File: src/rtl/tbt_pkg.sv
package tbt_pkg;

  typedef enum logic [2:0] {
    PM_RESET   = 3'd0,
    PM_ACTIVE  = 3'd1,
    PM_SLEEP   = 3'd2,
    PM_WATCH   = 3'd3,
    PM_SUBACT  = 3'd4,
    PM_SUBSLP  = 3'd5,
    PM_STANDBY = 3'd6
  } pmode_e;

  typedef struct packed {
    logic       out_sub;   // bit 7: clock-output source family
    logic [1:0] out_div;   // bits 6:5: divider pick
    logic       rsvd;      // bit 4
    logic       tbase;     // bit 3: time-base mode
    logic       sel_hi;    // bit 2: interval tap MSB / clear strobe
    logic [1:0] per;       // bits 1:0: tap / period
  } ctrl_t;

  function automatic logic sys_runs(pmode_e pm);
    return (pm == PM_ACTIVE) || (pm == PM_SLEEP);
  endfunction

  function automatic logic tb_runs(pmode_e pm);
    return (pm != PM_RESET) && (pm != PM_STANDBY) && (pm != pmode_e'(3'd7));
  endfunction

  function automatic logic ctrl_writable(pmode_e pm);
    return (pm == PM_ACTIVE) || (pm == PM_SUBACT);
  endfunction

  function automatic logic subdiv_out_ok(pmode_e pm);
    return (pm == PM_ACTIVE) || (pm == PM_SLEEP) || (pm == PM_WATCH) ||
           (pm == PM_SUBACT) || (pm == PM_SUBSLP);
  endfunction

endpackage

File: src/rtl/tbt_sync.sv
module tbt_sync #(
  parameter int STAGES = 2
) (
  input  logic clk,
  input  logic rst,
  input  logic async_in,
  output logic level,
  output logic rise
);
  logic [STAGES-1:0] chain_q;
  logic              prev_q;

  always_ff @(posedge clk) begin
    if (rst) begin
      chain_q <= '0;
      prev_q  <= 1'b0;
    end else begin
      chain_q <= {chain_q[STAGES-2:0], async_in};
      prev_q  <= chain_q[STAGES-1];
    end
  end

  assign level = chain_q[STAGES-1];
  assign rise  = chain_q[STAGES-1] & ~prev_q;

  // one edge never yields back-to-back pulses
  assert_single_pulse_R11: assert property (@(posedge clk) disable iff (rst)
    rise |=> !rise);

endmodule

File: src/rtl/tbt_prescaler.sv
module tbt_prescaler #(
  parameter int W = 8
) (
  input  logic         clk,
  input  logic         clr,
  input  logic         en,
  output logic [W-1:0] q
);
  always_ff @(posedge clk) begin
    if (clr)     q <= '0;
    else if (en) q <= q + W'(1);
  end
endmodule

File: src/rtl/tbt_clkout.sv
module tbt_clkout
  import tbt_pkg::*;
(
  input  logic       clk,
  input  logic       rst,
  input  pmode_e     pm,
  input  logic       en,
  input  logic       raw_sel,
  input  logic       use_sub,
  input  logic [1:0] div_sel,
  input  logic [3:0] sys_taps,   // [0] = /4 ... [3] = /32
  input  logic [3:0] sub_taps,
  input  logic       sub_lvl,
  output logic       pin
);
  logic [1:0] tap_idx;
  logic       src, ok, pin_q;

  always_comb begin
    tap_idx = ~div_sel;
    if (raw_sel) begin
      src = sub_lvl;
      ok  = (pm != PM_RESET);
    end else if (use_sub) begin
      src = sub_taps[tap_idx];
      ok  = subdiv_out_ok(pm);
    end else begin
      src = sys_taps[tap_idx];
      ok  = sys_runs(pm);
    end
  end

  always_ff @(posedge clk) begin
    if (rst) pin_q <= 1'b0;
    else     pin_q <= en & ok & src;
  end

  assign pin = pin_q;

  // system sources gated off outside active/sleep
  assert_sys_gate_R10: assert property (@(posedge clk) disable iff (rst)
    (!raw_sel && !use_sub && !sys_runs(pm)) |=> !pin);

  // disabled pin stays low
  assert_pin_off_R9: assert property (@(posedge clk) disable iff (rst)
    !en |=> !pin);

endmodule

File: src/rtl/tbase_timer.sv
module tbase_timer
  import tbt_pkg::*;
#(
  parameter int CNT_W       = 8,
  parameter int SYS_PS_W    = 8,
  parameter int SUB_PS_W    = 8,
  parameter int SYNC_STAGES = 2
) (
  input  logic             clk,
  input  logic             rst,
  input  logic             sub_clk,
  input  logic [2:0]       pmode,
  input  logic             wr_en,
  input  logic [7:0]       wr_data,
  input  logic             irq_wr,
  input  logic             irq_wdata,
  input  logic             clkout_en,
  input  logic             clkout_raw,
  output logic             irq,
  output logic [CNT_W-1:0] count,
  output logic             clk_out
);
  localparam logic [CNT_W-1:0] CNT_TOP = {CNT_W{1'b1}};

  pmode_e pm;
  logic   hard_clr, wr_ok, tb_clear;
  logic   sub_lvl, sub_rise;
  ctrl_t  ctrl_q;
  logic [SYS_PS_W-1:0] sys_q, iv_mask;
  logic [SUB_PS_W-1:0] sub_q, tb_mask;
  logic [2:0]          iv_sel;
  int                  tb_shift;
  logic                tick_iv, tick_tb, tick, ovf;
  logic [CNT_W-1:0]    cnt_q;
  logic                irq_q;

  assign pm       = pmode_e'(pmode);
  assign hard_clr = rst | (pm == PM_RESET);
  assign wr_ok    = wr_en & ctrl_writable(pm);
  assign tb_clear = wr_ok & wr_data[3] & wr_data[2];

  tbt_sync #(.STAGES(SYNC_STAGES)) u_sync (
    .clk(clk), .rst(hard_clr), .async_in(sub_clk),
    .level(sub_lvl), .rise(sub_rise));

  tbt_prescaler #(.W(SYS_PS_W)) u_sys_ps (
    .clk(clk), .clr(hard_clr), .en(sys_runs(pm)), .q(sys_q));

  tbt_prescaler #(.W(SUB_PS_W)) u_sub_ps (
    .clk(clk), .clr(hard_clr | tb_clear), .en(sub_rise), .q(sub_q));

  always_ff @(posedge clk) begin
    if (hard_clr)   ctrl_q <= '0;
    else if (wr_ok) ctrl_q <= ctrl_t'(wr_data);
  end

  assign iv_sel = {ctrl_q.sel_hi, ctrl_q.per};

  always_comb begin
    case (ctrl_q.per)
      2'd0:    tb_shift = 7;
      2'd1:    tb_shift = 6;
      2'd2:    tb_shift = 5;
      default: tb_shift = 2;
    endcase
    iv_mask = '0;
    for (int i = 0; i < SYS_PS_W; i++)
      if (i <= int'(iv_sel)) iv_mask[i] = 1'b1;
    tb_mask = '0;
    for (int i = 0; i < SUB_PS_W; i++)
      if (i < tb_shift) tb_mask[i] = 1'b1;
  end

  assign tick_iv = !ctrl_q.tbase & sys_runs(pm) & ((sys_q & iv_mask) == iv_mask);
  assign tick_tb = ctrl_q.tbase & tb_runs(pm) & sub_rise & ((sub_q & tb_mask) == tb_mask);
  assign tick    = tick_iv | tick_tb;
  assign ovf     = tick & (cnt_q == CNT_TOP) & !tb_clear;

  always_ff @(posedge clk) begin
    if (hard_clr | tb_clear) cnt_q <= '0;
    else if (tick)           cnt_q <= cnt_q + CNT_W'(1);
  end

  always_ff @(posedge clk) begin
    if (hard_clr)                 irq_q <= 1'b0;
    else if (ovf)                 irq_q <= 1'b1;
    else if (irq_wr & !irq_wdata) irq_q <= 1'b0;
  end

  tbt_clkout u_clkout (
    .clk(clk), .rst(hard_clr), .pm(pm), .en(clkout_en), .raw_sel(clkout_raw),
    .use_sub(ctrl_q.out_sub), .div_sel(ctrl_q.out_div),
    .sys_taps(sys_q[4:1]), .sub_taps(sub_q[4:1]), .sub_lvl(sub_lvl),
    .pin(clk_out));

  assign count = cnt_q;
  assign irq   = irq_q;

  // count moves by one step or returns to zero
  assert_count_step_R2: assert property (@(posedge clk) disable iff (hard_clr)
    (cnt_q != $past(cnt_q)) |-> (cnt_q == $past(cnt_q) + CNT_W'(1)) || (cnt_q == '0));

  // interval count frozen in halting modes
  assert_iv_halt_R6: assert property (@(posedge clk) disable iff (hard_clr)
    (!ctrl_q.tbase && !sys_runs(pm) && !wr_en) |=> $stable(cnt_q));

  // standby freezes the count
  assert_standby_halt_R7: assert property (@(posedge clk) disable iff (hard_clr)
    (pm == PM_STANDBY) |=> $stable(cnt_q));

  // control register only changes through a permitted write
  assert_ctrl_hold_R8: assert property (@(posedge clk) disable iff (hard_clr)
    (!(wr_en && ctrl_writable(pm)) && pmode != 3'd0) |=> $stable(ctrl_q));

  // flag is sticky until a clearing write
  assert_irq_sticky_R5: assert property (@(posedge clk) disable iff (hard_clr)
    (irq_q && !(irq_wr && !irq_wdata) && pmode != 3'd0 && !rst) |=> irq_q);

endmodule

File: config.mk
export PLATFORM = sky130hd
export DESIGN_NAME = tbase_timer
export DESIGN_NICKNAME = d
export VERILOG_FILES = /design/src/rtl/tbt_pkg.sv /design/src/rtl/tbt_sync.sv /design/src/rtl/tbt_prescaler.sv /design/src/rtl/tbt_clkout.sv /design/src/rtl/tbase_timer.sv
export SDC_FILE = /design/constraint.sdc
export NUM_CORES = 1
export LEC_CHECK = 0
export ABC_AREA = 1
export BUFFER_PORTS_ARGS = -buffer_cell sky130_fd_sc_hd__buf_4
export CORE_MARGIN = 4
export CORE_UTILIZATION = 50
export DETAILED_ROUTE_END_ITERATION = 12
export PLACE_DENSITY = 0.78
export SYNTH_ARGS = -nofsm -noshare
export SYNTH_HDL_FRONTEND = slang
export SYNTH_HIERARCHICAL = 1
export SYNTH_SLANG_ARGS = --single-unit
File: constraint.sdc
create_clock -name clk -period 1.9 [get_ports clk]
set_clock_uncertainty 0.05 [all_clocks]
set_input_delay 0.38 -clock clk [delete_from_list [all_inputs] [get_ports clk]]
set_output_delay 0.38 -clock clk [all_outputs]
set_load 0.02 [all_outputs]
---- After elaboration in Yosys (flattened, before gate mapping) ----
Index checks and enable logic that the tools add are counted.
storage, ports and cells
  output and inout port bits .............. 10
  bits in registers ....................... 36
  word-level logic and storage cells ...... 104
  input port bits ......................... 19
cells by class
  order comparisons ....................... 16
  bitwise operators ....................... 21
  eq/ne operators ......................... 12
  muxes and demuxes ....................... 26
  reduce and logical (&&, ||, !) cells .... 14
  add/sub/neg operators ................... 3
operators with widths
  operator             count
  $lt 4x32->1 const A  4
  $lt 3x32->1 const A  2
  $lt 1x32->1 const A  1
  $lt 2x32->1 const A  1
  $add 8x1->8 const B  3
  $mux 1               23
  $and 8x8->8          2
  $eq 8x8->1           2
  $and 1x1->1          14
  $le 3x3->1 const A   4
  $pmux 3 s3           1
  $eq 8x8->1 const B   1
  $eq 3x2->1 const B   2
  $eq 3x3->1 const B   2
  $le 2x3->1 const A   2
  $ne 3x3->1 const B   2
  $logic_or 1x1->1     5
  $bmux 1 s2           2
  $eq 3x1->1 const B   1
  $le 1x3->1 const A   1
  $logic_not 1->1      3
  $logic_not 3->1      1
  $lt 2x3->1 const B   1
  $or 1x1->1           3
  8 further kinds      9

---- Logic depth before layout (Yosys ltp) ----
Gate-level depths: netlist of the first run.
  depth after elaboration ................. 11
  gate-level depth with buffers ........... 10
  gate-level depth less buffers ........... 10

---- Hierarchy ----
Netlist of the first run, hierarchy kept.
by module, submodules not included
  module         cells an instance  seq. area each (um^2)  area each (um^2)  times used
  tbase_timer    145                320.3                  1067.3            1
  tbt_prescaler  48                 160.2                  361.6             2
  tbt_clkout     31                 20.0                   155.1             1
  tbt_sync       10                 60.1                   86.3              1

---- Worst setup path after synthesis of the first run ----
No wires, ideal clock.
  path type ............................... register to register
  start point ............................. reg u_sync.chain_q[1]
  end point ............................... reg cnt_q[3] (netlist: count[3])
  clock period less this slack ............ 1.574 ns
  data required time ...................... 1.782 ns
  setup slack ............................. 0.326 ns
  arrival ................................. 1.456 ns
  stages on the path, launching flop included .. 11
  buffers on the path ..................... 0
  library setup time ...................... 0.068 ns
  cell sequence ........................... dfxtp_1 -> inv_1 -> nor2_1 -> nand2_1 -> nor2_1 -> nand2_1 -> nor2_4 -> nand3_4 -> nand2_8 -> nand2_2 -> a21oi_2
on the way
  longest elaborated chain between the ends .. 4
ends and longest elaborated chain
  element                    line               RTL
  start: declaration         tbt_sync.sv:10     logic [STAGES-1:0] chain_q;
  start signal: assignment   tbt_sync.sv:18     chain_q <= {chain_q[STAGES-2:0], async_in};
  $and 1x1->1                tbt_sync.sv:24     assign rise = chain_q[STAGES-1] & ~prev_q;
  net sub_rise               tbase_timer.sv:27  logic sub_lvl, sub_rise;
  $and 1x1->1 (2 in series)  tbase_timer.sv:75  assign tick_tb = ctrl_q.tbase & tb_runs(pm) & sub_rise & ((sub_q & tb_mask) == tb_mask);
  $or 1x1->1                 tbase_timer.sv:76  assign tick = tick_iv | tick_tb;
  end signal: assignment     tbase_timer.sv:81  else if (tick) cnt_q <= cnt_q + CNT_W'(1);
  end: declaration           tbase_timer.sv:34  logic [CNT_W-1:0] cnt_q;
The timed path passes the listed nets, and every way through them passes these cells.
A chain may end at the register's enable or synchronous reset.

---- Worst setup path in the final report of the first run ----
  start point ............................. reg u_sync.chain_q[1]
  end point ............................... reg irq_q (netlist: irq)
on the way
  longest elaborated chain between the ends .. 7
  elaborated cells between the ends (all ways) .. 8
  those cells by class .................... 1 x mux; 6 x bitwise; 1 x reduce/logical
ends and longest elaborated chain
  element                                      line               RTL
  $and 1x1->1 (*)                              tbt_sync.sv:24
  net sub_rise                                 tbase_timer.sv:27
  $and 1x1->1 (*) (2 in series)                tbase_timer.sv:75
  $or 1x1->1 (*)                               tbase_timer.sv:76
  $and 1x1->1 (*) (2 in series)                tbase_timer.sv:77  assign ovf = tick & (cnt_q == CNT_TOP) & !tb_clear;
  $mux 1 or $reduce_bool 2->1 (tied branches)  --
  end signal: assignment                       tbase_timer.sv:85  if (hard_clr) irq_q <= 1'b0;
  end signal: assignment                       tbase_timer.sv:86  else if (ovf) irq_q <= 1'b1;
  end signal: assignment                       tbase_timer.sv:87  else if (irq_wr & !irq_wdata) irq_q <= 1'b0;
  end: declaration                             tbase_timer.sv:35  logic irq_q;
The timed path passes the listed nets; every way through them passes the cells marked *.

==> impl_metrics.yaml, run 1 <==
timing:
  layout_min_cycle_time_ps: 1570
  fmax_mhz: 636
  finalSetupTns_ps: 0
  rsz0062_at_grt: "false"
  fin_ws_ps: 328
  final_hold_viol_count: 0
  setup_violations: 0
  holdWs_ps: 248
  worst_pin_slew_ps: 390
  slew-limit-headroom: 0.739
  fin_crit_sh: 0.828
  maxSlewViolCount: 0
floorplanning:
  ios: 29
  initial_core_util: 0.526
  core_area_um2: 3740
  die-area_um2: 5010
  dieWidth_um: 70.8
  row_count: 22
  die_h_um: 70.8
route:
  totalWireLength_um: 4220
  routed.top_layer: "met4"
  dr.pass1.iters: 4
  drc: 0
  wl_met3_um: 207
  vias_per_cell: 5.04
  m1WireLength_um: 2080
  vias: 1800
  drtIter0Drc: 101
  wl_per_cell_um: 11.8
  wl_met2_um: 1860
  detail-route-antenna-nets: 0
power_and_ir_drop:
  ir_worst_vdd_mv: 0.482
  leakagePower_nw: 0.974
  powerDensity_nw_per_um2: 646
  power_mw: 1.52
worst_hold_path:
  min_path_type: "in2reg"
clocking:
  cts_buffer_depth: 2
  insertion_delay_ps: 290
  post-cts-setup-buffers: 0
  cts_buffers: 5
  clockRootBuffer: "clkbuf_8"
  cts_sinks: 35
  ctsHoldBuffers: 0
  htreeDepth: 2
  cts_tree: "yes"
  cts_resized: 0
  cts.clk_slew.worst_paths_ps: 70
placement:
  place_ws_ps: 297
  dpl.hpwl_um: 3120
  place_congestion: 0.839
  dpl.cell_count: 349
  port-buffer-count: 27
  placed_area_um2: 2250
worst_setup_path:
  critPathLaunchType: "register"
  required_ps: 2070
  critPathMaxStageDelay_ps: 330
  critical_path.slowest_cell: "dfxtp_1"
  cp_cell_sequence: "inv_1 -> nor2_1 -> nand2_1 -> nor2_1 -> nand2_1 -> nor2_4 -> nand3_4 -> nand2_8 -> nand2_2 -> a21oi_2"
  crit_family: "simple AND/OR/NAND/NOR gates"
  crit_arrival_ps: 1750
  path_class: "reg2reg"
  crit_fanout: 9
  crit_buf_inv: 1
  end_kind: "register"
global_route:
  grt_util_all_layers: 0.177
  grt_pass1_vias: 1665
  grt_max_degree: 13
  antenna_found_initial: 0
  grt_pass1_wl_um: 7310
  overflow: 0
logic_synthesis:
  synth.avg_cell_area_um2: 7.24
  yosysWarnings: 6
  synth_area_um2: 1970
  syn-num-nets: 294
  syn_inst: 272
finish:
  finalInstanceArea_um2: 2350
  fin_cells: 357
  antenna_cells: 0
  fin_util: 0.628
  syn_to_final_growth_pct: 19.3
  num-nets-final: 330
  drive_above_1_share: 0.275
run_status:
  outcome: "completed"
run:
  max-cap-violations: 0
-- tightest hold or removal path, cell delays in order --
cell and delay [ps]:
buf_4 80, inv_1 30, nor2_1 60
-- where the power goes --
part	switching (mW)	leakage (nW)	internal, mW
sequential	0.0161	0.283	0.749
combinational	0.0972	0.639	0.0642
clock	0.261	0.0515	0.331
-- sequential cells by signal (all words and copies together) (netlist names) --
name / count
count: 8
u_sys_ps/q: 8
ctrl_q: 7
u_sub_ps/q: 7
u_sync/chain_q: 2
irq: 1
u_clkout/pin: 1
u_sync/prev_q: 1
-- layer usage --
| metal | global-route usage | vias up |
|---|---|---|
| li1 | - | 941 |
| met1 | 0.237 | 812 |
| met3 | 0.0355 | 8 |
| met4 | 0.0772 | 0 |
| met5 | 0 | - |
| met2 | 0.274 | 39 |
-- layout by cell type, fill, tap and decap left out, types with 5 or more instances in the layout --
cell type	count
a21oi_2	11
nor2_1	25
nand3_1	21
a21oi_1	19
nand2_2	17
o21ai_0	11
clkbuf_8	7
buf_4	30
dfxtp_1	35
nand2_1	54
nor3_1	5
inv_1	35
-- path summary, 6_finish.rpt --
check                           cells after the start               from                 to  slack, ps
worst min register to register                      2  u_sync/chain_q[0]  u_sync/chain_q[1]        360
worst max-delay path                               10  u_sync/chain_q[1]                irq        330
worst min-delay path                                3            sub_clk  u_sync/chain_q[0]        250
worst max register to register                     10  u_sync/chain_q[1]                irq        330
-- area by class of cell --
type                    count  area (µm²)
fillers                   358        1390
multi-input cells         197        1120
flip-flops and latches     35         701
repair buffers             30         225
inverters                  39         146
clock buffers               8         100
well taps                  48        60.1
(Power assumes the default switching activity.)
==> run 2, diff against run 1 <==
==> constraint.sdc (replaced) <==
create_clock -name clk -period 1.6 [get_ports clk]
set_clock_uncertainty 0.05 [all_clocks]
set_input_delay 0.32 -clock clk [delete_from_list [all_inputs] [get_ports clk]]
set_output_delay 0.32 -clock clk [all_outputs]
set_load 0.02 [all_outputs]
==> run 2 against run 1 <==
Design area grew 0.96%; critical path type unchanged; worst hold slack lost 65 ps; via count grew 3.3%; first-iteration DRC count shrank 4.0%; highest routed layer unchanged; non-clock buffer count grew 2; clock power grew 3.7%.
==> impl_metrics.yaml, run 2 (synthesis results as in run 1) <==
floorplanning:
  core_area_um2: 3740
  die_h_um: 70.8
  die-area_um2: 5010
  ios: 29
  initial_core_util: 0.526
  row_count: 22
  dieWidth_um: 70.8
route:
  wl_met2_um: 1970
  dr.pass1.iters: 4
  totalWireLength_um: 4380
  drtIter0Drc: 97
  vias: 1860
  wl_per_cell_um: 12.1
  routed.top_layer: "met4"
  m1WireLength_um: 2080
  detail-route-antenna-nets: 0
  wl_met3_um: 192
  drc: 0
  vias_per_cell: 5.15
worst_setup_path:
  cp_cell_sequence: "inv_1 -> nor2_2 -> nand2_1 -> nor2_1 -> nand2_1 -> nor2_4 -> nand3_4 -> nand2_4 -> nand2_2 -> a21oi_2"
  critPathLaunchType: "register"
  reg2reg_slack_ps: 110
  crit_fanout: 5
  critical_path.slowest_cell: "dfxtp_1"
  crit_family: "simple AND/OR/NAND/NOR gates"
  required_ps: 1780
  crit_buf_inv: 1
  path_class: "reg2reg"
  end_kind: "register"
  crit_arrival_ps: 1670
  critPathMaxStageDelay_ps: 330
  path_common_cell: "nand2_1"
placement:
  port-buffer-count: 27
  dpl.hpwl_um: 3180
  dpl.cell_count: 351
  place_congestion: 0.774
run:
  max-cap-violations: 0
clocking:
  cts_sinks: 35
  htreeDepth: 2
  cts_buffers: 5
  clockRootBuffer: "clkbuf_8"
  cts_tree: "yes"
  insertion_delay_ps: 290
  cts.clk_slew.worst_paths_ps: 70
  ctsHoldBuffers: 0
  cts_buffer_depth: 2
timing:
  worst_pin_slew_ps: 358
  maxSlewViolCount: 0
  final_hold_viol_count: 0
  layout_min_cycle_time_ps: 1490
  holdWs_ps: 183
  fmax_mhz: 670
  setup_violations: 0
  fin_crit_sh: 0.933
  slew-limit-headroom: 0.759
  finalSetupTns_ps: 0
finish:
  fin_cells: 361
  num-nets-final: 334
  final_common_cell: "nand2_1"
  syn_to_final_growth_pct: 20.5
  fin_util: 0.634
  drive_above_1_share: 0.291
  mostFrequentLayoutCells: "nand2_1, inv_1, dfxtp_1"
  antenna_cells: 0
power_and_ir_drop:
  leakagePower_nw: 0.988
  ir_worst_vdd_mv: 0.442
  powerDensity_nw_per_um2: 724
  power_mw: 1.72
global_route:
  grt_pass1_wl_um: 7290
  grt_pass1_vias: 1686
  overflow: 0
  antenna_found_initial: 0
  grt_util_all_layers: 0.180
  grt_max_degree: 13
run_status:
  outcome: "completed"
worst_hold_path:
  min_path_type: "in2reg"
[run 2: report_power, final]
group / leakage (nW) / switching, mW / total (mW) / internal (mW)
clock network: 0.0477 / 0.316 / 0.614 / 0.297
registers: 0.283 / 0.0187 / 0.908 / 0.889
logic: 0.657 / 0.117 / 0.196 / 0.0792
[run 2: worst reg2reg max path, delay by kind of cell (launching register included)]
kind / cells / cell delay (ps)
AOI/OAI and AO/OA: 1 / 100
buffers and inverters: 1 / 70
DFF: 1 / 330
and+or+nand+nor: 8 / 880
[run 2: routing by layer]
metal  up-vias  track usage
met1       842        0.232
met3        12       0.0497
met4         0       0.0835
met5         -            0
met2        46        0.278
li1        960            -
[run 2: repair_timing]
item,CTS,global route
setup buffers,0,0
gates resized for setup,0,1
endpoints found under the hold margin,0,0
setup endpoints to repair,0,9
[run 2: final timing paths]
check / endpoint / depth (start not counted) / from
worst min-delay path: u_sync/chain_q[0] / 3 / sub_clk
worst min register to register: u_sync/chain_q[1] / 2 / u_sync/chain_q[0]
worst max register to register: count[4] / 10 / u_sync/chain_q[1]
worst max-delay path: count[4] / 10 / u_sync/chain_q[1]
[run 2: cell type report]
class	instances	area, µm²
multi-input combinational	199	1140
clock buffer	5	68.8
clock inverter	3	15.0
fill	365	1370
inverter	39	146
sequential	35	701
tap	48	60.1
timing repair buffer	32	240
[run 2: through the flow]
stage	setup slack [ps]	area (µm²)
2_1_floorplan	25.7	1970
3_3_place_gp	77.0	2260
3_5_place_dp	44.4	2260
4_1_cts	37.0	2350
5_1_grt	-0.0850	2370
6_report	107	2370
==> run 3, diff against run 2 <==
--- a/config.mk
+++ b/config.mk
@@ -11,6 +11,7 @@
 export CORE_UTILIZATION = 50
 export DETAILED_ROUTE_END_ITERATION = 12
 export PLACE_DENSITY = 0.78
+export RECOVER_POWER = 50
 export SYNTH_ARGS = -nofsm -noshare
 export SYNTH_HDL_FRONTEND = slang
 export SYNTH_HIERARCHICAL = 1
==> constraint.sdc (replaced) <==
create_clock -name clk -period 1.65 [get_ports clk]
set_clock_uncertainty 0.05 [all_clocks]
set_input_delay 0.33 -clock clk [delete_from_list [all_inputs] [get_ports clk]]
set_output_delay 0.33 -clock clk [all_outputs]
set_load 0.02 [all_outputs]
==> run 3 against run 2 <==
Power is 1.5% higher; design area is 1.1% lower; highest routed layer unchanged; cell count is 0.28% lower; wire length is 0.48% higher; critical endpoint is now count[6]; global-route usage is 0.11 points higher; sequential share of layout area is 0.31 points higher; worst setup slack better by 57 ps; flip-flop and latch count stayed put; worst hold slack better by 12 ps; die area stayed put.
==> impl_metrics.yaml, run 3 (synthesis results as in run 1) <==
run_status:
  outcome: "completed"
global_route:
  grt_max_degree: 13
  met3_usage: 0.0526
  antenna_found_initial: 0
  overflow: 0
  grt_pass1_vias: 1692
  busiest_layer: "met2"
  use_met2: 0.276
  grt_pass1_wl_um: 7330
  grt_util_all_layers: 0.181
  globalRouteMet1Util: 0.245
worst_hold_path:
  holdPathEnd: "u_sync/chain_q[0]"
  hp-start: "sub_clk"
  min_path_type: "in2reg"
  min_path_cells: 3
finish:
  final_common_cell: "nand2_1"
  fillerInstances: 366
  num-nets-final: 333
  syn_to_final_growth_pct: 19.2
  mostFrequentLayoutCells: "nand2_1, inv_1, dfxtp_1"
  antenna_cells: 0
  regArea_um2: 701
  fin_cells: 360
  drive_above_1_share: 0.256
  fin_util: 0.627
  multi_input_area_um2: 1130
timing:
  final_hold_viol_count: 0
  finalSetupTns_ps: 0
  fin_crit_sh: 0.901
  setup_violations: 0
  layout_min_cycle_time_ps: 1490
  maxSlewViolCount: 0
  slew-limit-headroom: 0.775
  rsz0062_at_grt: "false"
  worst_pin_slew_ps: 336
  fmax_mhz: 673
worst_setup_path:
  required_ps: 1830
  reg2reg_slack_ps: 160
  r2r-start: "u_sync/chain_q[1]"
  crit_arrival_ps: 1660
  r2r-end: "count[6]"
  end_kind: "register"
  crit_fanout: 5
  path_class: "reg2reg"
  critPathLaunchType: "register"
  r2r_cells: 10
clocking:
  ctsHoldBuffers: 0
  clockRootBuffer: "clkbuf_8"
  htreeDepth: 2
  cts.clk_slew.worst_paths_ps: 70
  cts_resized: 0
  cts_tree: "yes"
  cts_buffer_depth: 2
  cts_buffers: 5
  post-cts-setup-buffers: 0
  insertion_delay_ps: 290
  cts_sinks: 35
placement:
  port-buffer-count: 27
  dpl.hpwl_um: 3230
  place_congestion: 0.783
  dpl.cell_count: 350
route:
  dr.pass1.iters: 4
  vias_per_cell: 5.12
  wl_per_cell_um: 12.2
  totalWireLength_um: 4400
  drtIter0Drc: 105
  detail-route-antenna-nets: 0
  vias: 1844
  drc: 0
floorplanning:
  dieWidth_um: 70.8
  die_h_um: 70.8
  row_count: 22
  core_area_um2: 3740
  die-area_um2: 5010
  initial_core_util: 0.526
  ios: 29
run:
  max-cap-violations: 0
power_and_ir_drop:
  power_mw: 1.74
  ir_worst_vdd_mv: 0.420
  leakagePower_nw: 0.958
  powerDensity_nw_per_um2: 743
==> run 3: cell count changes in the layout (fill, tap and decap cells not counted) <==
cell | before | now
clkbuf_8 | 5 | 7
nor2_1 | 24 | 25
buf_4 | 32 | 24
clkbuf_1 | 0 | 8
clkinv_2 | 3 | 0
inv_1 | 35 | 36
inv_2 | 4 | 3
nor2_4 | 4 | 3
==> run 3: layout make-up <==
cell class | count | share of cell area
Timing Repair Buffer | 31 | 0.0880
Inverter | 39 | 0.0624
Clock buffer | 8 | 0.0426
Tap cell | 48 | 0.0256
Sequential cell | 35 | 0.299
Multi-Input combinational cell | 199 | 0.483
==> run 3: worst max-delay path by stage <==
| stage | startpoint | to | slack [ps] | cells after the start |
|---|---|---|---|---|
| final | u_sync/chain_q[1] | count[6] | 160 | 10 |
| after global routing | count[0] | irq | 30 | 7 |
| after CTS | u_sync/chain_q[1] | irq | 110 | 10 |
| after detailed placement | u_sync/chain_q[1] | irq | 120 | 10 |
| after global placement | u_sync/chain_q[1] | irq | 120 | 10 |
| after floorplan | u_sync/chain_q[1] | count[3] | 80 | 10 |
==> run 3: metal layers <==
metal | share of wire | vias to the layer above
met3 | 0.047 | 5
met2 | 0.47 | 39
met5 | 0 | -
met1 | 0.47 | 846
li1 | - | 954
met4 | 0.016 | 0
==> run 3: per-stage QoR <==
| stage | cell area (µm²) | hold WS [ps] | setup slack (ps) |
|---|---|---|---|
| 2_1_floorplan | 1970 | 338 | 75.7 |
| 3_3_place_gp | 2260 | 345 | 122 |
| 3_5_place_dp | 2260 | 360 | 120 |
| 4_1_cts | 2360 | 186 | 108 |
| 5_1_grt | 2350 | 216 | 32.7 |
| 6_report | 2350 | 195 | 163 |
==> run 3: worst max-delay path: stages (launching register included) <==
cell     delay (ps)
dfxtp_1         340
inv_1            70
nor2_2          120
nand2_1          60
nor2_1           80
nand2_1          80
nor2_4          170
nand3_4         160
nand2_4         140
nand2_2          60
a21oi_2         100
==> run 3: where the power goes <==
group	internal, mW	switching (mW)	total, mW
Clock	0.381	0.297	0.678
Combinational	0.0723	0.112	0.184
Sequential	0.863	0.0186	0.881
Total	1.32	0.427	1.74
